## config.mk

```make
export PLATFORM = sky130hd
export DESIGN_NAME = pcm_voice_port
export DESIGN_NICKNAME = d
export VERILOG_FILES = /design/src/rtl/pcm_port_pkg.sv /design/src/rtl/pcm_frame_timer.sv /design/src/rtl/pcm_slot_ctrl.sv /design/src/rtl/pcm_tx_shifter.sv /design/src/rtl/pcm_rx_shifter.sv /design/src/rtl/pcm_voice_port.sv
export SDC_FILE = /design/constraint.sdc
export NUM_CORES = 1
export LEC_CHECK = 0
export ABC_AREA = 1
export BUFFER_PORTS_ARGS = -buffer_cell sky130_fd_sc_hd__buf_2
export CAP_MARGIN = 10
export CORE_MARGIN = 2
export CORE_UTILIZATION = 62
export DETAILED_ROUTE_END_ITERATION = 8
export GPL_TIMING_DRIVEN = 0
export HOLD_SLACK_MARGIN = 0.12
export MAX_ROUTING_LAYER = met4
export PLACE_DENSITY = 0.87
export SYNTH_ARGS = -nofsm -noshare
export SYNTH_HDL_FRONTEND = slang
export SYNTH_SLANG_ARGS = --single-unit
```

## constraint.sdc

```tcl
create_clock -name clk -period 2 [get_ports clk]
set_input_delay 0.6 -clock clk [delete_from_list [all_inputs] [get_ports clk]]
set_output_delay 0.6 -clock clk [all_outputs]
set_load 0.02 [all_outputs]
```

## src/rtl/pcm_port_pkg.sv

```systemverilog
package pcm_port_pkg;

    localparam int SAMPLE_W = 13;
    localparam int VOL_W    = 3;
    localparam int CODE_W   = 8;
    localparam int SLOT_W   = SAMPLE_W + VOL_W;
    localparam int BITCNT_W = $clog2(SLOT_W + 1);

    localparam logic [VOL_W-1:0] VOL_UNITY = 3'b001;

    typedef enum logic {
        MODE_LINEAR  = 1'b0,
        MODE_COMPAND = 1'b1
    } slot_mode_e;

    typedef struct packed {
        logic [SAMPLE_W-1:0] sample;
        logic [VOL_W-1:0]    vol;
    } rx_word_t;

    function automatic logic [BITCNT_W-1:0] slot_bits(slot_mode_e m);
        return (m == MODE_COMPAND) ? BITCNT_W'(CODE_W) : BITCNT_W'(SLOT_W);
    endfunction

    function automatic logic [SLOT_W-1:0] pack_tx(slot_mode_e m, logic [SAMPLE_W-1:0] s);
        if (m == MODE_COMPAND)
            return {s[CODE_W-1:0], {(SLOT_W-CODE_W){1'b0}}};
        return {s, {VOL_W{1'b0}}};
    endfunction

    function automatic rx_word_t unpack_rx(slot_mode_e m, logic [SLOT_W-1:0] w);
        rx_word_t r;
        if (m == MODE_COMPAND) begin
            r.sample = {{(SAMPLE_W-CODE_W){1'b0}}, w[CODE_W-1:0]};
            r.vol    = VOL_UNITY;
        end else begin
            r.sample = w[SLOT_W-1:VOL_W];
            r.vol    = w[VOL_W-1:0];
        end
        return r;
    endfunction

endpackage

```

## src/rtl/pcm_frame_timer.sv

```systemverilog
module pcm_frame_timer #(
    parameter int FRAME_LEN = 256
) (
    input  logic clk,
    input  logic rst,
    input  logic sync_i,
    output logic start_o,
    output logic frame_err_o
);
    localparam int FCNT_W = $clog2(FRAME_LEN + 2);
    localparam logic [FCNT_W-1:0] CNT_SAT  = FCNT_W'(FRAME_LEN + 1);
    localparam logic [FCNT_W-1:0] CNT_GOOD = FCNT_W'(FRAME_LEN);

    logic              sync_q;
    logic              locked_q;
    logic [FCNT_W-1:0] dist_q;

    assign start_o = sync_i && !sync_q;

    always_ff @(posedge clk) begin
        if (rst) begin
            sync_q      <= 1'b0;
            locked_q    <= 1'b0;
            dist_q      <= '0;
            frame_err_o <= 1'b0;
        end else begin
            sync_q      <= sync_i;
            frame_err_o <= 1'b0;
            if (start_o) begin
                frame_err_o <= locked_q && (dist_q != CNT_GOOD);
                locked_q    <= 1'b1;
                dist_q      <= FCNT_W'(1);
            end else if (dist_q != CNT_SAT) begin
                dist_q <= dist_q + 1'b1;
            end
        end
    end


    err_needs_sync_chk: assert property (@(posedge clk) disable iff (rst)
        frame_err_o |-> $past(start_o));


    good_len_no_err_chk: assert property (@(posedge clk) disable iff (rst)
        (start_o && locked_q && dist_q == CNT_GOOD) |=> !frame_err_o);

endmodule

```

## src/rtl/pcm_slot_ctrl.sv

```systemverilog
module pcm_slot_ctrl
    import pcm_port_pkg::*;
(
    input  logic       clk,
    input  logic       rst,
    input  logic       start_i,
    input  logic       comp_sel_i,
    output logic       active_o,
    output logic       last_o,
    output slot_mode_e mode_o
);
    logic [BITCNT_W-1:0] idx_q;
    logic [BITCNT_W-1:0] len_q;

    assign last_o = active_o && (idx_q == len_q - 1'b1);

    always_ff @(posedge clk) begin
        if (rst) begin
            active_o <= 1'b0;
            idx_q    <= '0;
            len_q    <= BITCNT_W'(SLOT_W);
            mode_o   <= MODE_LINEAR;
        end else if (start_i) begin
            active_o <= 1'b1;
            idx_q    <= '0;
            mode_o   <= slot_mode_e'(comp_sel_i);
            len_q    <= slot_bits(slot_mode_e'(comp_sel_i));
        end else if (active_o) begin
            idx_q <= idx_q + 1'b1;
            if (last_o)
                active_o <= 1'b0;
        end
    end


    slot_opens_on_sync_chk: assert property (@(posedge clk) disable iff (rst)
        $rose(active_o) |-> $past(start_i));

endmodule

```

## src/rtl/pcm_tx_shifter.sv

```systemverilog
module pcm_tx_shifter
    import pcm_port_pkg::*;
(
    input  logic                clk,
    input  logic                rst,
    input  logic                start_i,
    input  logic                comp_sel_i,
    input  logic                active_i,
    input  logic [SAMPLE_W-1:0] data_i,
    input  logic                valid_i,
    output logic                bit_o
);
    logic [SAMPLE_W-1:0] hold_q;
    logic [SLOT_W-1:0]   sh_q;

    always_ff @(posedge clk) begin
        if (rst) begin
            hold_q <= '0;
            sh_q   <= '0;
        end else begin
            if (valid_i)
                hold_q <= data_i;
            if (start_i)
                sh_q <= pack_tx(slot_mode_e'(comp_sel_i), hold_q);
            else if (active_i)
                sh_q <= {sh_q[SLOT_W-2:0], 1'b0};
        end
    end

    assign bit_o = sh_q[SLOT_W-1];

endmodule

```

## src/rtl/pcm_rx_shifter.sv

```systemverilog
module pcm_rx_shifter
    import pcm_port_pkg::*;
(
    input  logic       clk,
    input  logic       rst,
    input  logic       start_i,
    input  logic       active_i,
    input  logic       last_i,
    input  slot_mode_e mode_i,
    input  logic       bit_i,
    output rx_word_t   word_o,
    output logic       valid_o
);
    logic [SLOT_W-1:0] sh_q;
    logic [SLOT_W-1:0] full_w;

    assign full_w = {sh_q[SLOT_W-2:0], bit_i};

    always_ff @(posedge clk) begin
        if (rst) begin
            sh_q    <= '0;
            word_o  <= '0;
            valid_o <= 1'b0;
        end else begin
            valid_o <= last_i && !start_i;
            if (start_i)
                sh_q <= '0;
            else if (active_i)
                sh_q <= full_w;
            if (last_i && !start_i)
                word_o <= unpack_rx(mode_i, full_w);
        end
    end


    valid_single_chk: assert property (@(posedge clk) disable iff (rst)
        valid_o |=> !valid_o);


    compand_fmt_chk: assert property (@(posedge clk) disable iff (rst)
        (valid_o && mode_i == MODE_COMPAND)
            |-> (word_o.sample[SAMPLE_W-1:CODE_W] == '0 && word_o.vol == VOL_UNITY));

endmodule

```

## src/rtl/pcm_voice_port.sv

```systemverilog
module pcm_voice_port
    import pcm_port_pkg::*;
#(
    parameter int FRAME_LEN = 256
) (
    input  logic                clk,
    input  logic                rst,
    input  logic                sync_i,
    input  logic                comp_sel_i,
    input  logic                rx_bit_i,
    input  logic [SAMPLE_W-1:0] tx_data_i,
    input  logic                tx_valid_i,
    output logic                tx_bit_o,
    output logic                tx_oe_o,
    output logic [SAMPLE_W-1:0] rx_sample_o,
    output logic [VOL_W-1:0]    rx_vol_o,
    output logic                rx_valid_o,
    output logic                frame_err_o
);
    logic       start_w;
    logic       active_w;
    logic       last_w;
    slot_mode_e mode_w;
    rx_word_t   rx_word_w;

    pcm_frame_timer #(.FRAME_LEN(FRAME_LEN)) u_timer (
        .clk        (clk),
        .rst        (rst),
        .sync_i     (sync_i),
        .start_o    (start_w),
        .frame_err_o(frame_err_o)
    );

    pcm_slot_ctrl u_ctrl (
        .clk       (clk),
        .rst       (rst),
        .start_i   (start_w),
        .comp_sel_i(comp_sel_i),
        .active_o  (active_w),
        .last_o    (last_w),
        .mode_o    (mode_w)
    );

    pcm_tx_shifter u_tx (
        .clk       (clk),
        .rst       (rst),
        .start_i   (start_w),
        .comp_sel_i(comp_sel_i),
        .active_i  (active_w),
        .data_i    (tx_data_i),
        .valid_i   (tx_valid_i),
        .bit_o     (tx_bit_o)
    );

    pcm_rx_shifter u_rx (
        .clk     (clk),
        .rst     (rst),
        .start_i (start_w),
        .active_i(active_w),
        .last_i  (last_w),
        .mode_i  (mode_w),
        .bit_i   (rx_bit_i),
        .word_o  (rx_word_w),
        .valid_o (rx_valid_o)
    );

    assign tx_oe_o     = active_w;
    assign rx_sample_o = rx_word_w.sample;
    assign rx_vol_o    = rx_word_w.vol;


    drive_off_at_strobe_chk: assert property (@(posedge clk) disable iff (rst)
        rx_valid_o |-> !tx_oe_o);

endmodule

```

* After elaboration in Yosys (flattened, before gate mapping)
Cells that the tools add are included.
** Cells by class
- Add/sub/neg operators :: 3
- Equality and inequality tests :: 3
- Multiplexer cells :: 14
- Bitwise gates (word level) :: 1
- Reduce and logical (&&, ||, !) cells :: 10
** Operators by type and width (number)
- $mux 16 :: 5
- $ne 9x9->1 const B :: 2
- $add 9x1->9 const B :: 1
- $mux 1 :: 8
- $add 5x1->5 const B :: 1
- $eq 5x5->1 :: 1
- $mux 5 :: 1
- $sub 5x1->5 const B :: 1
- $logic_and 1x1->1 :: 4
- $reduce_bool 2->1 :: 2
- $reduce_or 2->1 :: 2
- $logic_not 1->1 :: 2
- $not 1->1 :: 1
** Storage, ports and cells
- Register bits after elaboration :: 85
- Input bits :: 19
- Output and inout bits :: 20
- Word-level logic and storage cells :: 46

* Logic depth before layout (Yosys ltp)
Gate-level depths: netlist (run 1).
- Depth after elaboration :: 6
- Mapped depth :: 9
- Mapped depth without buffers :: 8

* By module
Synthesis (run 1) repeated with hierarchy kept, for this count alone.
** Second synthesis, totals
- Cells, all modules :: 503
- Area, all modules :: 3547.2 um^2
** By module, submodules not included
- pcm_rx_shifter :: instances 1, cells an instance 199, area each 1398.8 um^2
- pcm_tx_shifter :: instances 1, cells an instance 171, area each 1173.6 um^2
- pcm_frame_timer :: instances 1, cells an instance 81, area each 593.1 um^2
- pcm_slot_ctrl :: instances 1, cells an instance 52, area each 381.6 um^2

* Least setup slack after synthesis (run 1)
Ideal clock, no wire load.
- Path type :: input -> register
- From :: input port sync_i
- To :: register u_tx.sh_q[13]
- Setup time :: 0.111 ns
- Arrival :: 1.308 ns
- Required time :: 1.889 ns
- Setup slack :: 0.582 ns
- Stages :: 8
- Cell sequence :: inv_2 -> nor2_8 -> inv_2 -> nand2_1 -> buf_2 -> or2_1 -> nand3_1 -> inv_1
** Between the ends
- Cells in the longest elaborated chain, start to end :: 2
- Elaborated cells on any way between the ends :: 3
** Ends and longest elaborated chain
- start, declared :: RTL line pcm_voice_port.sv:8 : input logic sync_i,
- $logic_and 1x1->1 (*) :: RTL line pcm_frame_timer.sv:18 : assign start_o = sync_i && !sync_q;
- $mux 16 / $reduce_bool 2->1 (equally long branches)
- end signal, assigned :: RTL line pcm_tx_shifter.sv:24 : sh_q <= pack_tx(slot_mode_e'(comp_sel_i), hold_q);
- end signal, assigned :: RTL line pcm_tx_shifter.sv:26 : sh_q <= {sh_q[SLOT_W-2:0], 1'b0};
- end, declared :: RTL line pcm_tx_shifter.sv:14 : logic [SLOT_W-1:0] sh_q;
Every way passes the cells marked *; elsewhere a longest branch is shown, timed or not.
A chain may end at the register's enable or synchronous reset.

* Worst setup path after layout (run 1)
- From :: register u_ctrl.active_o
- To :: output port tx_oe_o
** RTL lines
- start, declared :: RTL line pcm_slot_ctrl.sv:8 : output logic active_o,
- start signal, assigned :: RTL line pcm_slot_ctrl.sv:19 : active_o <= 1'b0;
- start signal, assigned :: RTL line pcm_slot_ctrl.sv:24 : active_o <= 1'b1;
- start signal, assigned :: RTL line pcm_slot_ctrl.sv:31 : active_o <= 1'b0;
- end, declared :: RTL line pcm_voice_port.sv:14 : output logic tx_oe_o,
No word-level cell between the ends.

==> metrics.csv, run 1 <==
stage,metric,value,unit
outcome,outcome,"complete, no violations",
synth,synth_top_family_by_area,simple AND/OR/NAND/NOR gates,
synth,ys_types,28,
setup_path,critical_path_required,1.40,ns
finish,finalNetCount,543,
synth,async_reset_ff_share,0,%
setup_path,critPathMaxFanout,3,
synth,yosys_warnings,0,
die,fp.dieH,77.8,um
synth,synth_fp_nets,496,
die,row_count,26,
grt,grt.total_usage,26.5,%
grt,grt_max_degree,13,
cts,cts-root-buf,clkbuf_8,
setup_path,cpMaxStageDelayCell,dfxtp_1,
place,dpl_worst_slack,0.293,ns
sta,grt_setup_unrepaired,no,
sta,fmax,657,MHz
hold_path,worstHoldPathCells,3,
drt,drt_wl_total,7.24,mm
cts,path_clk_slew,0.07,ns
synth,synthTopCellsByArea,"dfxtp_1 46%, nand2_1 10%, a21oi_1 8.7%, nor2_1 8.0%, o21ai_0 6.1%",
synth,syn-instance-count,473,
setup_path,r2r_slack,0.49,ns
sta,fin_ws,0.478,ns
sta,worstMarginPinSlew,0.478,ns
synth,synth_edf_count,0,
sta,fin_skew,0.00536,ns
cts,cts_buffer_depth,2,
cts,cts_buffers,9,
synth,muxShareOfSynthArea,0,%
die,die_w,77.8,um
cts,cts_resized,0,
cts,insertion_delay,0.36,ns
synth,synth-seq-area-share,46.2,%
synth,syn_area,3380,um^2
place,port-buffer-count,36,
sta,finalCritPeriodShare,76.1,%
sta,finalHoldViolCount,0,
sta,setup_tns,0,ns
drt,vias_per_cell,5.17,
finish,num_antenna_cells,0,
hold_path,worstHoldEndpoint,u_tx.hold_q[10],
drt,post-route-drc-count,0,
power,cellPowerDensity,786,nW/um^2
drt,drt_iter0_drc,192,
setup_path,crit_start,u_ctrl.active_o,
sta,fin_crit,1.52,ns
hold_path,worstHoldStart,tx_data_i[10],
power,peakVddDrop,549,uV
grt,grt_first_pass_wirelength,12.5,mm
synth,synth_compound_area_share,16.0,%
drt,dr.pass1.iters,5,
hold_path,hold_path.class,in2reg,
cts,cts_tree,yes,
setup_path,r2r_end,u_rx.word_o[14],
die,start_util,65.4,%
drt,wl_per_cell,12.2,um
cts,clock-sinks,78,
sta,setup_viol,0,
finish,drive_gt1_share,15.6,%
finish,n_fill_cell,414,
drt,num_vias,3078,
cts,hold_buffers,0,
synth,synth_ff_type,dfxtp_1,
setup_path,crit_path_max_incr_delay,0.38,ns
setup_path,r2r-start,u_ctrl.idx_q[1],
cts,cts_setup_buffers,0,
die,die_area,6060,um^2
die,placeableCoreArea,5170,um^2
sta,relSlewSlack,68.2,%
grt,grt_pass1_vias,2849,
finish,final_cell_mix,"92 x nand2_1, 78 x dfxtp_1, 72 x nor2_1, 59 x a21oi_1, 52 x inv_1",
finish,layout_commonest_cell,nand2_1,
grt,overflow,0,
cts,htree_num_levels,3,
setup_path,critPathLaunchType,flip-flop,
place,dp_hpwl,5.09,mm
synth,yosys.area_share.simple,26.1,%
sta,drv_slew,0,
synth,synth_adder_area_share,1.48,%
setup_path,worstSetupPathType,reg2out,
setup_path,crit_family,flip-flops,
job,max_cap_violations,0,
setup_path,critPathBufInv,1,
synth,ys_ff_latch,78,
setup_path,endpoint_kind,primary output,
setup_path,path_cells,buf_2,
synth,syn-mean-instance-area,7.15,um^2
synth,yosysTopAreaCellShare,46.2,%
finish,syn_to_final_growth,13.4,%
finish,final_core_util,74.1,%
setup_path,r2r_cells,7,
drt,final_antenna_net_count,0,
die,io_pins,39,
synth,synth_xor_area_share,0,%
synth,yosys.area.top_type,dfxtp_1,
grt,antenna_found_initial,0,
setup_path,crit_arrival,0.92,ns
power,p_leak,1.74,nW
place,gp_congestion,0.868,
==> state kept, by name (all words and copies together), names as in the netlist <==
register and cells:
u_rx.valid_o 1, u_tx.sh_q 13, u_ctrl.active_o 1, u_tx.hold_q 13, u_ctrl.len_q 2, u_timer.locked_q 1
u_timer.sync_q 1, u_rx.sh_q 15, u_ctrl.idx_q 5, u_timer.dist_q 9, u_rx.word_o 16, u_timer.frame_err_o 1
==> worst reg2reg max path, stage by stage, from the launching register on <==
cell and delay, ns:
dfxtp_1 0.39, ha_1 0.23, nand3_2 0.14, nor2_4 0.15, nand3_4 0.12, buf_6 0.17, a21oi_1 0.13, nor2_1 0.07
==> power by group <==
group	internal (W)	total, W	switching, W
sequential	0.00161	0.00164	0.0000310
clock	0.000543	0.00110	0.000555
combinational	0.0000914	0.000275	0.000184
total	0.00224	0.00301	0.000770
==> Yosys cell counts, types with 6 or more instances <==
cell type and instances:
clkbuf_1 6, o21ai_0 41, nand3_1 15, a21oi_1 59, dfxtp_1 78, nand2_1 92, buf_2 11, inv_1 52
nor2_1 72, nor3_1 7
==> metal layers <==
metal | up-vias | part of all wire (%) | wire length (um) | GRT usage [%]
li1 | 1594 | - | - | -
met1 | 1382 | 43 | 3120 | 29.8
met2 | 88 | 51 | 3660 | 45.8
met3 | 14 | 4.5 | 324 | 4.77
met4 | 0 | 1.9 | 138 | 12.1
met5 | - | 0 | 0 | -
==> area by class of cell <==
type	instances	area, um^2	share of cell area [%]
flip-flops and latches	78	1560	40.7
repair buffers	36	180	4.70
multi-input cells	314	1470	38.4
plain buffers	24	130	3.39
clock buffers	12	165	4.31
clock inverters	4	20.0	0.522
inverters	57	216	5.65
well taps	70	87.6	2.28
==> kinds of logic (layout without fill, tap and decap cells) <==
family                     after synthesis  in the layout
and+or+nand+nor                        204            204
adders and majority gates                4              4
DFF                                     78             78
buffers and inverters                   81            133
AOI/OAI and AO/OA                      106            106
==> metrics by stage <==
step / cells / total power, W / hold WS, ns / area (um^2)
after floorplan: 473 / 0.00186 / 0.434 / 3380
after global placement: 579 / 0.00193 / 0.448 / 3650
after detailed placement: 579 / 0.00194 / 0.458 / 3650
after CTS: 595 / 0.00302 / 0.460 / 3830
after global routing: 595 / 0.00313 / 0.476 / 3830
final: 595 / 0.00301 / 0.459 / 3830
==> worst max-delay path by stage <==
stage                              to  slack, ns  depth (start not counted)
CTS                           tx_oe_o       0.47                          1
global route        u_timer.dist_q[6]       0.38                          6
detailed placement    u_ctrl.len_q[4]       0.29                          4
floorplan               u_tx.sh_q[13]       0.58                          8
global placement      u_rx.word_o[11]       0.32                          5
finish                        tx_oe_o       0.48                          1
Note: power is estimated with default switching activity, not from simulation.
==> run 2, diff against run 1 <==
Settings changed: CORE_UTILIZATION 62 to 52, PLACE_DENSITY 0.87 to 0.78.
Clock period 2 ns to 1.4 ns, I/O delays scaled along.
==> metrics.csv, run 2 (synthesized netlist as in run 1, its figures left out) <==
stage,metric,value,unit,change
die,fp.dieH,84.6,um,+8.7%
sta,fin_crit,1.34,ns,
place,dpl_worst_slack,-0.147,ns,-0.440 ns
setup_path,crit_arrival,1.57,ns,+0.65 ns
finish,num_antenna_cells,0,,unchanged
sta,setup_viol,0,,unchanged
drt,wl_per_cell,11.9,um,-2.0%
cts,cts_buffers,9,,unchanged
power,seq_power_share,55.6,%,+1.2 points
power,p_clk_share,34.8,%,-1.7 points
outcome,outcome,"complete, no violations",,
drt,drt_iter0_drc,148,,-23%
power,p_leak,1.74,nW,+0.21%
grt,grt_first_pass_wirelength,12.1,mm,-3.0%
drt,post-route-drc-count,0,,unchanged
place,gp_congestion,0.858,,-1.2%
power,p_int,0.00316,W,+41%
cts,cts_tree,yes,,
sta,worstMarginPinSlew,0.500,ns,+0.0223 ns
finish,drive_gt1_share,17.1,%,+1.5 points
die,io_pins,39,,unchanged
drt,vias_per_cell,5.07,,-1.9%
drt,final_antenna_net_count,0,,unchanged
setup_path,cpMaxStageDelayCell,dfxtp_4,,
power,p_sw_share,24.9,%,-0.70 points
finish,syn_to_final_growth,15.8,%,
sta,grt_setup_unrepaired,yes,,
cts,hold_buffers,0,,unchanged
sta,fmax,748,MHz,
finish,finalNetCount,546,,+0.55%
grt,grt.total_usage,21.3,%,-5.2 points
drt,dr.pass1.iters,4,,-1
cts,path_clk_slew,0.07,ns,about the same
power,p_comb_share,9.5,%,+0.4 points
power,cellPowerDensity,1080,nW/um^2,+37%
die,start_util,53.5,%,-12 points
drt,drt_wl_total,7.20,mm,-0.55%
grt,antenna_found_initial,0,,unchanged
finish,fin_cells,604,,+1.5%
sta,fin_hold_ws,0.300,ns,-0.159 ns
grt,grt_pass1_vias,2760,,-3.1%
setup_path,critical_path_required,1.63,ns,+0.23 ns
sta,finalHoldViolCount,0,,unchanged
die,row_count,29,,+12%
setup_path,path_cells,ha_4 > nand3_2 > nor2_4 > nand3_4 > buf_6 > a21oi_1 > nor2_1,,
setup_path,critPathBufInv,1,,unchanged
grt,grt_max_degree,12,,-1
cts,cts_buffer_depth,2,,unchanged
cts,clock-sinks,78,,unchanged
place,port-buffer-count,36,,unchanged
setup_path,endpoint_kind,flip-flop,,
cts,htree_num_levels,3,,unchanged
job,max_cap_violations,0,,unchanged
die,placeableCoreArea,6310,um^2,+22%
setup_path,critPathLaunchType,flip-flop,,
sta,drv_slew,0,,unchanged
power,peakVddDrop,892,uV,+62%
finish,final_cell_mix,"92 x nand2_1, 74 x dfxtp_1, 71 x nor2_1, 58 x a21oi_1, 52 x inv_1",,
die,die_w,84.6,um,+8.7%
finish,layout_commonest_cell,nand2_1,,
setup_path,critPathMaxFanout,10,,+7
finish,largest_reg_flops,16,,unchanged
power,p_sw,0.00105,W,+36%
hold_path,hold_path.class,in2reg,,
setup_path,crit_path_max_incr_delay,0.38,ns,about the same
sta,finalCritPeriodShare,95.5,%,
place,placedCellCount,586,,+1.2%
grt,overflow,0,,unchanged
finish,reg_top3,"u_rx.word_o: 16 flops, u_rx.sh_q: 15 flops",,
die,die_area,7160,um^2,+18%
cts,cts-root-buf,clkbuf_8,,
place,dp_hpwl,5.04,mm,-1.1%
finish,top_register,u_rx.word_o,,
sta,relSlewSlack,66.7,%,-1.5 points
setup_path,crit_family,simple AND/OR/NAND/NOR gates,,
drt,num_vias,3065,,-0.42%
sta,fin_skew,0.00500,ns,-0.000369 ns
setup_path,worstSetupPathType,reg2reg,,
cts,insertion_delay,0.34,ns,-0.02 ns
sta,fin_ws,0.0633,ns,-0.415 ns
==> run 2: timing repair <==
item | 4_1_cts | 5_1_grt
setup buffers | 1 | 2
pin swaps | 1 | 3
setup endpoints to repair | 16 | 47
gates resized for setup | 6 | 15
==> run 2: worst register-to-register path: stages, from the launching register on <==
cell and delay (ns):
dfxtp_4 0.38, ha_4 0.15, nand3_2 0.12, nor2_4 0.14, nand3_4 0.12, buf_6 0.17
a21oi_1 0.11, nor2_1 0.05
==> run 2: through the flow <==
step / instance area, um^2 / power, W / util (%) / setup TNS (ns)
after global routing: 3920 / 0.00441 / 62.0 / -0.134
after global placement: 3660 / 0.00276 / 57.9 / -3.16
after detailed placement: 3660 / 0.00277 / 57.9 / -3.40
after CTS: 3850 / 0.00422 / 61.0 / 0
final: 3920 / 0.00421 / 62.0 / 0
after floorplan: 3380 / 0.00266 / - / 0
==> run 2: power groups by stage <==
stage,Sequential (W),Clock [W],Combinational (W)
6_report,0.00234,0.00147,0.000402
5_1_grt,0.00235,0.00160,0.000454
4_1_cts,0.00234,0.00149,0.000387
3_5_place_dp,0.00239,0,0.000385
3_3_place_gp,0.00239,0,0.000376
2_1_floorplan,0.00239,0,0.000271
==> run 2: cell type report <==
| cell class | count | area [um^2] |
|---|---|---|
| multi-input cells | 314 | 1520 |
| well taps | 77 | 96.3 |
| clock inverters | 1 | 5.00 |
| inverters | 57 | 216 |
| repair buffers | 39 | 203 |
| plain buffers | 24 | 141 |
| fillers | 600 | 2400 |
| flip-flops and latches | 78 | 1570 |
| clock buffers | 14 | 163 |
==> run 2: worst paths after layout <==
| kind | from | end | slack (ns) | depth (start not counted) |
|---|---|---|---|---|
| setup / recovery | u_ctrl.idx_q[1] | u_rx.word_o[13] | 0.06 | 7 |
| hold reg to reg | u_rx.sh_q[14] | u_rx.sh_q[14] | 0.47 | 2 |
| hold / removal | tx_data_i[8] | u_tx.hold_q[8] | 0.30 | 3 |
| setup reg to reg | u_ctrl.idx_q[1] | u_rx.word_o[13] | 0.06 | 7 |
==> run 2: layer usage <==
metal / vias to the layer above / global-route usage (%) / wire (um) / share of wire [%]
met5: - / - / 0 / 0
met1: 1383 / 26.1 / 3310 / 46
met4: 0 / 5.77 / 58 / 0.81
met3: 6 / 4.82 / 371 / 5.2
met2: 76 / 35.4 / 3460 / 48
li1: 1600 / - / - / -
==> run 3, diff against run 2 <==
Clock period 1.4 ns to 1.1 ns, I/O delays scaled along.
==> metrics.csv, run 3 (synthesized netlist as in run 1, its figures left out) <==
stage,metric,value,unit,change
outcome,outcome,"finished, violations left",,
outcome,violations,setup timing,,
power,p_comb_share,14.7,%,+5.2 points
die,placeableCoreArea,6310,um^2,unchanged
setup_path,r2r_end,u_rx.word_o[8],,
drt,final_antenna_net_count,0,,unchanged
finish,drive_gt1_share,43.7,%,+27 points
setup_path,r2r_cells,9,,+2
power,cellPowerDensity,1300,nW/um^2,+21%
cts,htree_num_levels,3,,unchanged
power,finalPower,0.00658,W,+56%
finish,reg_top3,"u_rx.word_o: 16 flops, u_rx.sh_q: 15 flops",,
finish,syn_to_final_growth,49.7,%,
job,max_cap_violations,0,,unchanged
place,gp_congestion,0.887,,+3.4%
finish,final_cell_mix,"80 x nand2_1, 55 x nor2_1, 49 x dfxtp_1, 44 x inv_1, 40 x buf_6",,
hold_path,worstHoldPathCells,3,,unchanged
drt,vias_per_cell,5.67,,+12%
place,dpl_worst_slack,-0.301,ns,-0.155 ns
setup_path,critPathLaunchType,flip-flop,,
cts,cts_buffer_depth,2,,unchanged
finish,num_antenna_cells,0,,unchanged
place,placedCellCount,586,,unchanged
sta,grt_setup_unrepaired,yes,,
die,die_area,7160,um^2,unchanged
finish,largest_reg_flops,16,,unchanged
setup_path,crit_arrival,1.67,ns,+0.10 ns
setup_path,crit_path_max_incr_delay,0.37,ns,about the same
grt,grt_max_degree,14,,+2
sta,fmax,727,MHz,-2.8%
drt,dr.pass1.iters,5,,+1
hold_path,hold_path.class,in2reg,,
die,row_count,29,,unchanged
sta,setup_tns,-8.88,ns,-8.88 ns
cts,cts_buffers,9,,unchanged
finish,n_fill_cell,366,,-39%
power,p_int,0.00484,W,+53%
finish,layout_commonest_cell,nand2_1,,
grt,grt_first_pass_wirelength,14.7,mm,+21%
sta,fin_skew,0.0142,ns,+0.00925 ns
cts,clock-sinks,78,,unchanged
setup_path,critical_path_required,1.40,ns,-0.23 ns
drt,drt_wl_total,10.8,mm,+50%
die,die_w,84.6,um,unchanged
cts,cts-root-buf,clkbuf_8,,
setup_path,cpMaxStageDelayCell,dfxtp_1,,
setup_path,path_cells,inv_1 > nand2_2 > nand2_1 > nand2_2 > nand3_4 > buf_8 > nand2_2 > nand2_1 > nor2_1,,
die,io_pins,39,,unchanged
grt,antenna_found_initial,0,,unchanged
drt,num_vias,3630,,+18%
sta,fin_crit,1.38,ns,+0.0390 ns
sta,drv_slew,0,,unchanged
place,dp_hpwl,5.22,mm,+3.7%
drt,post-route-drc-count,0,,unchanged
hold_path,worstHoldStart,tx_data_i[11],,
finish,regArea,1610,um^2,+2.3%
sta,fin_ws,-0.276,ns,-0.339 ns
die,fp.dieH,84.6,um,unchanged
place,port-buffer-count,36,,unchanged
cts,insertion_delay,0.36,ns,+0.02 ns
power,seq_power_share,45.7,%,-9.9 points
power,p_sw_share,26.5,%,+1.7 points
power,p_clk_share,39.7,%,+4.9 points
setup_path,r2r-start,u_ctrl.idx_q[4],,
cts,cts_tree,yes,,
hold_path,worstHoldEndpoint,u_tx.hold_q[11],,
finish,multi_input_area,1930,um^2,+27%
sta,relSlewSlack,69.5,%,+2.8 points
sta,finalHoldViolCount,0,,unchanged
sta,finalCritPeriodShare,125,%,+30 points
setup_path,crit_top_cell,nand2_2,,
die,start_util,53.5,%,unchanged
setup_path,endpoint_kind,flip-flop,,
finish,fin_cells,640,,+6.0%
sta,worstMarginPinSlew,0.457,ns,-0.0426 ns
grt,grt_pass1_vias,3264,,+18%
cts,path_clk_slew,0.09,ns,+0.02 ns
power,peakVddDrop,1040,uV,+16%
setup_path,worstSetupPathType,reg2reg,,
setup_path,r2r_slack,-0.28,ns,-0.34 ns
grt,overflow,0,,unchanged
finish,top_register,u_rx.word_o,,
setup_path,critPathMaxFanout,10,,unchanged
drt,drt_iter0_drc,304,,+110%
drt,wl_per_cell,16.9,um,+42%
finish,finalNetCount,581,,+6.4%
sta,setup_viol,81,,+81
power,p_sw,0.00175,W,+67%
cts,hold_buffers,0,,unchanged
power,p_leak,2.09,nW,+20%
grt,grt.total_usage,26.3,%,+5.0 points
-- run 3: area by class of cell --
class | count | area share, %
sequential | 78 | 31.8
timing repair buffer | 73 | 14.0
tap | 77 | 1.90
buffer | 23 | 4.18
clock buffer | 9 | 2.45
clock inverter | 7 | 2.23
timing repair inverter | 1 | 0.173
multi-input combinational | 315 | 38.2
inverter | 57 | 5.12
-- run 3: how the worst max path moves through the flow --
| stage | from | to |
|---|---|---|
| after floorplan | u_ctrl.idx_q[1] | u_rx.word_o[14] |
| after global placement | sync_i | u_tx.sh_q[15] |
| after detailed placement | rst | u_tx.sh_q[12] |
| after CTS | u_ctrl.idx_q[1] | u_rx.word_o[13] |
| after global routing | u_ctrl.idx_q[4] | u_rx.word_o[8] |
| final | u_ctrl.idx_q[4] | u_rx.word_o[8] |
-- run 3: layer usage --
metal	GRT usage (%)	share of wire (%)	vias to the layer above	wire, um
met1	31.9	40	1729	4280
met3	6.98	6.6	36	714
li1	-	-	1687	-
met4	9.96	3.1	0	339
met5	-	0	-	0
met2	42.1	51	178	5470
-- run 3: per-stage QoR --
step / hold WS [ns] / util [%] / instance area [um^2]
after global placement: 0.447 / 59.5 / 3750
after global routing: 0.197 / 80.1 / 5060
after detailed placement: 0.461 / 59.5 / 3750
after CTS: 0.194 / 73.2 / 4620
after floorplan: 0.434 / - / 3480
final: 0.196 / 80.1 / 5060
-- run 3: what timing repair did --
action                                  CTS  global route
cloned                                    4             3
gates resized for setup                 145            98
endpoints found under the setup margin   75            91
pin swaps                                26            35
buffers inserted                         24             9
-- run 3: worst max-delay path, delay by kind of cell (launching register included) --
kind | cells | cell delay, ns
buffers and inverters | 2 | 0.27
flip-flops | 1 | 0.37
AND/OR/NAND/NOR | 7 | 0.66
-- run 3: power groups by stage --
stage	Sequential [W]	Combinational, W	Clock, W
2_1_floorplan	0.00304	0.000367	0
3_3_place_gp	0.00305	0.000499	0
3_5_place_dp	0.00305	0.000514	0
4_1_cts	0.00299	0.000741	0.00256
5_1_grt	0.00301	0.00103	0.00273
6_report	0.00301	0.000966	0.00261
